<file path="src/rtl/stg_pkg.sv">
package stg_pkg;
  parameter int unsigned STG_DIV_W   = 9;
  parameter int unsigned STG_INT_W   = 32;
  parameter int unsigned STG_PIX_DIV = 8;
  parameter int unsigned STG_DEF_DIV = 500;
endpackage

</file>
<file path="src/rtl/stg_clk_div.sv">
module stg_clk_div #(
  parameter int unsigned DIV_W   = 9,
  parameter int unsigned DEF_DIV = 500
) (
  input  logic             clk,
  input  logic             rst,
  input  logic [DIV_W-1:0] div_cfg,
  output logic             sclk,
  output logic             rise_now
);
  logic [DIV_W-1:0] cnt;
  logic [DIV_W-1:0] act_div;
  logic             half_end;

  // end of a half period of the sensor clock
  assign half_end = (cnt == act_div - DIV_W'(1));
  assign rise_now = half_end & ~sclk;

  always_ff @(posedge clk) begin
    if (rst) begin
      cnt     <= '0;
      sclk    <= 1'b0;
      act_div <= DIV_W'(DEF_DIV);
    end else if (half_end) begin
      cnt  <= '0;
      sclk <= ~sclk;
      // period boundary: adopt a legal request only here
      if (!sclk && (div_cfg != '0))
        act_div <= div_cfg;
    end else begin
      cnt <= cnt + DIV_W'(1);
    end
  end

  // the applied divider is never zero
  p_div_nonzero_r3: assert property (@(posedge clk) disable iff (rst)
    act_div != '0);
  // the applied divider only moves at a rising boundary
  p_div_boundary_r4: assert property (@(posedge clk) disable iff (rst)
    !$past(rise_now) |-> $stable(act_div));
  // the half-period counter stays below the divider
  p_cnt_range_r1: assert property (@(posedge clk) disable iff (rst)
    cnt < act_div);
endmodule

</file>
<file path="src/rtl/stg_pix_strobe.sv">
module stg_pix_strobe #(
  parameter int unsigned PIX_DIV = 8
) (
  input  logic clk,
  input  logic rst,
  input  logic rise_now,
  output logic pix_en
);
  localparam int unsigned PIX_W = (PIX_DIV > 1) ? $clog2(PIX_DIV) : 1;
  localparam logic [PIX_W-1:0] LAST = PIX_W'(PIX_DIV - 1);

  logic [PIX_W-1:0] rcnt;

  always_ff @(posedge clk) begin
    if (rst) begin
      rcnt   <= '0;
      pix_en <= 1'b0;
    end else begin
      pix_en <= rise_now && (rcnt == LAST);
      if (rise_now)
        rcnt <= (rcnt == LAST) ? '0 : rcnt + PIX_W'(1);
    end
  end

  // the strobe never lasts two cycles
  p_pix_single_r5: assert property (@(posedge clk) disable iff (rst)
    pix_en |=> !pix_en);
endmodule

</file>
<file path="src/rtl/stg_int_timer.sv">
module stg_int_timer #(
  parameter int unsigned INT_W = 32
) (
  input  logic             clk,
  input  logic             rst,
  input  logic             start,
  input  logic [INT_W-1:0] len_cfg,
  input  logic             rise_now,
  output logic             active,
  output logic             done
);
  logic [INT_W-1:0] remain;

  always_ff @(posedge clk) begin
    if (rst) begin
      active <= 1'b0;
      done   <= 1'b0;
      remain <= '0;
    end else begin
      done <= 1'b0;
      if (!active) begin
        if (start) begin
          active <= 1'b1;
          remain <= (len_cfg == '0) ? INT_W'(1) : len_cfg;
        end
      end else if (rise_now) begin
        if (remain == INT_W'(1)) begin
          active <= 1'b0;
          done   <= 1'b1;
        end else begin
          remain <= remain - INT_W'(1);
        end
      end
    end
  end

  // a running window always has periods left
  p_remain_live_r7: assert property (@(posedge clk) disable iff (rst)
    active |-> remain != '0);
  // done is one cycle and follows an open window
  p_done_single_r7: assert property (@(posedge clk) disable iff (rst)
    done |-> (!active && $past(active)) ##1 !done);
  // a start during a window does not reload the count
  p_no_reload_r8: assert property (@(posedge clk) disable iff (rst)
    ($past(active) && active && !$past(rise_now)) |-> $stable(remain));
endmodule

</file>
<file path="src/rtl/sensor_timing_gen.sv">
module sensor_timing_gen
  import stg_pkg::*;
#(
  parameter int unsigned DIV_W   = STG_DIV_W,
  parameter int unsigned INT_W   = STG_INT_W,
  parameter int unsigned PIX_DIV = STG_PIX_DIV,
  parameter int unsigned DEF_DIV = STG_DEF_DIV
) (
  input  logic             clk,
  input  logic             rst,
  input  logic [DIV_W-1:0] div_cfg_i,
  input  logic [INT_W-1:0] int_cfg_i,
  input  logic             start_i,
  output logic             sclk_o,
  output logic             pix_en_o,
  output logic             int_active_o,
  output logic             int_done_o
);
  logic rise_now;

  stg_clk_div #(.DIV_W(DIV_W), .DEF_DIV(DEF_DIV)) u_div (
    .clk      (clk),
    .rst      (rst),
    .div_cfg  (div_cfg_i),
    .sclk     (sclk_o),
    .rise_now (rise_now)
  );

  stg_pix_strobe #(.PIX_DIV(PIX_DIV)) u_pix (
    .clk      (clk),
    .rst      (rst),
    .rise_now (rise_now),
    .pix_en   (pix_en_o)
  );

  stg_int_timer #(.INT_W(INT_W)) u_int (
    .clk      (clk),
    .rst      (rst),
    .start    (start_i),
    .len_cfg  (int_cfg_i),
    .rise_now (rise_now),
    .active   (int_active_o),
    .done     (int_done_o)
  );

  // the pixel enable coincides with a fresh rise of the sensor clock
  p_pix_on_rise_r5: assert property (@(posedge clk) disable iff (rst)
    pix_en_o |-> (sclk_o && !$past(sclk_o)));
  // an open window closes only as the sensor clock rises
  p_close_on_rise_r6: assert property (@(posedge clk) disable iff (rst)
    $fell(int_active_o) |-> $rose(sclk_o));
endmodule

</file>
<file path="config.mk">
export PLATFORM = sky130hd
export DESIGN_NAME = sensor_timing_gen
export DESIGN_NICKNAME = d
export VERILOG_FILES = /design/src/rtl/stg_pkg.sv /design/src/rtl/stg_clk_div.sv /design/src/rtl/stg_pix_strobe.sv /design/src/rtl/stg_int_timer.sv /design/src/rtl/sensor_timing_gen.sv
export SDC_FILE = /design/constraint.sdc
export NUM_CORES = 1
export LEC_CHECK = 0
export BUFFER_PORTS_ARGS = -buffer_cell sky130_fd_sc_hd__buf_2
export CORE_ASPECT_RATIO = 0.6
export CORE_MARGIN = 10
export CORE_UTILIZATION = 34
export DETAILED_ROUTE_END_ITERATION = 10
export SLEW_MARGIN = 0
export SYNTH_ARGS = -nofsm -noshare
export SYNTH_HDL_FRONTEND = slang
export SYNTH_SLANG_ARGS = --single-unit
</file>
<file path="constraint.sdc">
create_clock -name clk -period 3.66 [get_ports clk]
set_input_delay 0.183 -clock clk [delete_from_list [all_inputs] [get_ports clk]]
set_output_delay 0.183 -clock clk [all_outputs]
set_load 0.01 [all_outputs]
</file>
==> run metrics <==
status=complete, no violations; RR Startpoint=u_div.act_div[0]; Pint=around 0.0013 W; CP arrival=between 3 and 4 ns; hold path start=div_cfg_i[2]; Finished Layout Cells=600; Post-Syn Instances=417; clock skew=0.004529 ns; Max VDD drop=0.0002383 V; post-CTS resize count=0; Async SR Flop Fraction=0%; DR WL/cell=around 19 um; vias in the first global route=3371; CP bufs+invs=2; DP HPWL=8.318 mm; area of the core=9809 um2; CTS clk-pin slew, worst paths=0.05 ns; clock group share of total power=approximately 46%; Pwr Density=~450 nW/um2; Setup TNS=0 ns; Slowest cell on crit path=or4b_4; Synth area leader=dfxtp_1; CP Class=reg -> reg; Crit Path Max Fanout=13; Area growth, synth to finish=19.24%; worst-path cell chain=inv_1 -> ha_1 -> or4b_4 -> or3_1 -> a21oi_2 -> o2111ai_2 -> buf_4 -> o21ai_4 -> nand2_1 -> o21ai_0; Total GRT Usage=approximately 16%; layout cells sized above 1=20.00%; num rows=28; CTS tree=built; Final ANT Viol Nets=0; Startpoint Class=register; Final Wtd Congestion=between 0.8 and 0.9; RSZ-0062 raised after global routing=false; Filler cells=around 1000; Skew-Pair Late Insertion Delay=between 0.3 and 0.4 ns; Buffers on Ports=between 40 and 50; register area share after synthesis=roughly 34%; root buffer cell=clkbuf_16; largest family of logic cells by synthesized area=simple AND/OR/NAND/NOR gates; post-synthesis cell area=approximately 3400 um2; fin crit share=between 90 and 100%; Initial Utilization=between 30% and 40%; Post-CTS Hold Fix Bufs=0; number of flops mapped to enable cells by yosys=0; Die ar.=around 15000 um2; Total Routed Length=11.45 mm; Syn Area/Cell=roughly 8.2 um2; global-route wire length before repair=18.50 mm; GRT Residual Overflow=0; Synth cell types=66; Placed Cells=a little under 600; Via density=5.953; critical path data required time=about 4 ns; Slowest Stage Delay on Critical Path=just over 0.5 ns; n_diodes=0; nets@finish=511; yosys warns=0; Syn Nets=about 470; initial antenna violation count=0; First-pass DRT Iterations=5; Worst Setup SP=u_div.act_div[0]; DIE WIDTH=149.1 um; Comb pwr share=about 16%; final hold vios=0; synth top area cells=dfxtp_1 (34%), nand2_1 (4.4%), nor4_1 (4.0%); Worst Tran Pin Value=approximately 0.96 ns; Hold Path Class=in -> reg; Post-CTS Setup Inserts=0; DR iter-0 viols=between 300 and 400; xor-xnor portion of the synthesized cell area=between 4 and 5%; endpoint class of the critical path=register; Net Switching=0.0005184 W; largest net degree at the start of global routing=32; via count=roughly 3600; Die Y-Extent=between 90 and 100 um; Max Root-Sink Buffers=2; IO Pins=48; Main synth FF type=dfxtp_1; post-synthesis mux area share=under 10%; Final Max Slew Viols=0; final worst path period need=3.332 ns; H-tree Lvls=3; Yosys top cell area share=33.55%; family with the most delay on the worst path=simple AND/OR/NAND/NOR gates; cts bufs inserted=9; Adder-Cell Fraction of Synth Area=2.208%; final-report setup violation count=0; flops & latches, synth=57; Worst slew margin=between 30% and 40%; P_leak=around 1.5 nW; # DRC=0; Max-Cap Viols=0; compound-gate portion of the synthesized area=between 20% and 30%; fmax=between 300 and 400 MHz; Flop pwr share=between 30% and 40%; # clock sinks=57; switch share=28.25%; Simple-Gate Fraction of Synth Area=approximately 31%
## state kept, by name, summed over array words and instances (netlist names)
name	cells
u_int.remain	32
u_div.act_div	9
u_div.cnt	9
u_pix.rcnt	3
u_div.sclk	1
u_int.active	1
u_int.done	1
u_pix.pix_en	1
## synth_stat cells, types with 4 or more instances
cell,count
inv_1,8
buf_2,4
nor3_1,24
nand2_1,40
nor4_1,22
ha_1,6
dfxtp_1,57
nand4_1,8
or3_1,11
clkbuf_1,15
a31oi_1,8
a21oi_1,26
or4_1,7
nand3_1,22
nor2_1,32
o211ai_1,6
xnor2_1,11
xor2_1,8
o22ai_1,4
a221o_1,5
o21ai_0,14
mux2i_1,7
## worst register-to-register path, stage by stage (launching register included)
cell,delay [ns]
dfxtp_1,0.35
inv_1,0.07
ha_1,0.29
or4b_4,0.51
or3_1,0.37
a21oi_2,0.21
o2111ai_2,0.28
buf_4,0.28
o21ai_4,0.39
nand2_1,0.25
o21ai_0,0.24
## cells by family (layout without fill, tap and decap cells)
family / count (synthesis) / after routing
AOI/OAI and AO/OA: 100 / 100
xor gates and xnor gates: 19 / 19
adders and majority gates: 6 / 6
buffers and inverters: 33 / 81
DFF: 57 / 57
muxes: 9 / 9
and+or+nand+nor: 193 / 193
## placed cells by master (no fill, tap or decap), types with 5 or more instances in the layout
cell type  instances
a21oi_1           26
a221o_1            5
a31oi_1            8
buf_2             47
buf_4             10
clkbuf_16          9
dfxtp_1           57
ha_1               6
inv_1              8
mux2i_1            7
nand2_1           40
nand3_1           22
nand4_1            8
nor2_1            32
nor3_1            24
nor4_1            22
o211ai_1           6
o21ai_0           14
or3_1             11
or4_1              7
xnor2_1           11
xor2_1             8
## layout make-up
cell class	instances	area (um2)	area share, %
multi-input cells	327	2105	51.90
flip-flops and latches	57	1141	28.14
repair buffers	57	310.3	7.652
clock buffers	12	256.5	6.325
well taps	135	168.9	4.165
clock inverters	3	40.04	0.9873
inverters	9	33.78	0.8331
## path summary, 6_finish.rpt
check	endpoint	cells after the start	slack (ns)
max	u_int.remain[13]	10	0.33
min	u_div.act_div[2]	3	0.09
max reg2reg	u_int.remain[13]	10	0.33
min reg2reg	u_int.remain[11]	2	0.47
## through the flow
step	worst slack [ns]	area, um2	total power, W	util (%)	hold slack [ns]
3_5_place_dp	0.3772	3759	0.0009842	38.32	0.4256
2_1_floorplan	0.6983	3401	0.0008757	-	0.3072
4_1_cts	0.3699	4055	0.001835	41.34	0.08054
5_1_grt	0.1110	4055	0.001913	41.34	0.1056
6_report	0.3279	4055	0.001835	41.34	0.09156
3_3_place_gp	0.5223	3759	0.0009787	38.32	0.4191
## power by group through the flow
| stage | clock, W | sequential [W] | combinational [W] |
|---|---|---|---|
| after global routing | 0.000899 | 0.000693 | 0.000321 |
| after global placement | 0 | 0.000698 | 0.000281 |
| after CTS | 0.000862 | 0.000687 | 0.000286 |
| after detailed placement | 0 | 0.000699 | 0.000285 |
| after floorplan | 0 | 0.000687 | 0.000189 |
| final | 0.000852 | 0.000689 | 0.000294 |
## routing by layer
layer	up-vias	routed length [um]	GRT usage (%)
met5	-	0	0
met3	18	1215	5.860
met1	1685	5739	23.95
met2	182	4352	19.66
li1	1687	-	-
met4	0	142	4.433
Note: power is estimated with default switching activity, not from simulation.
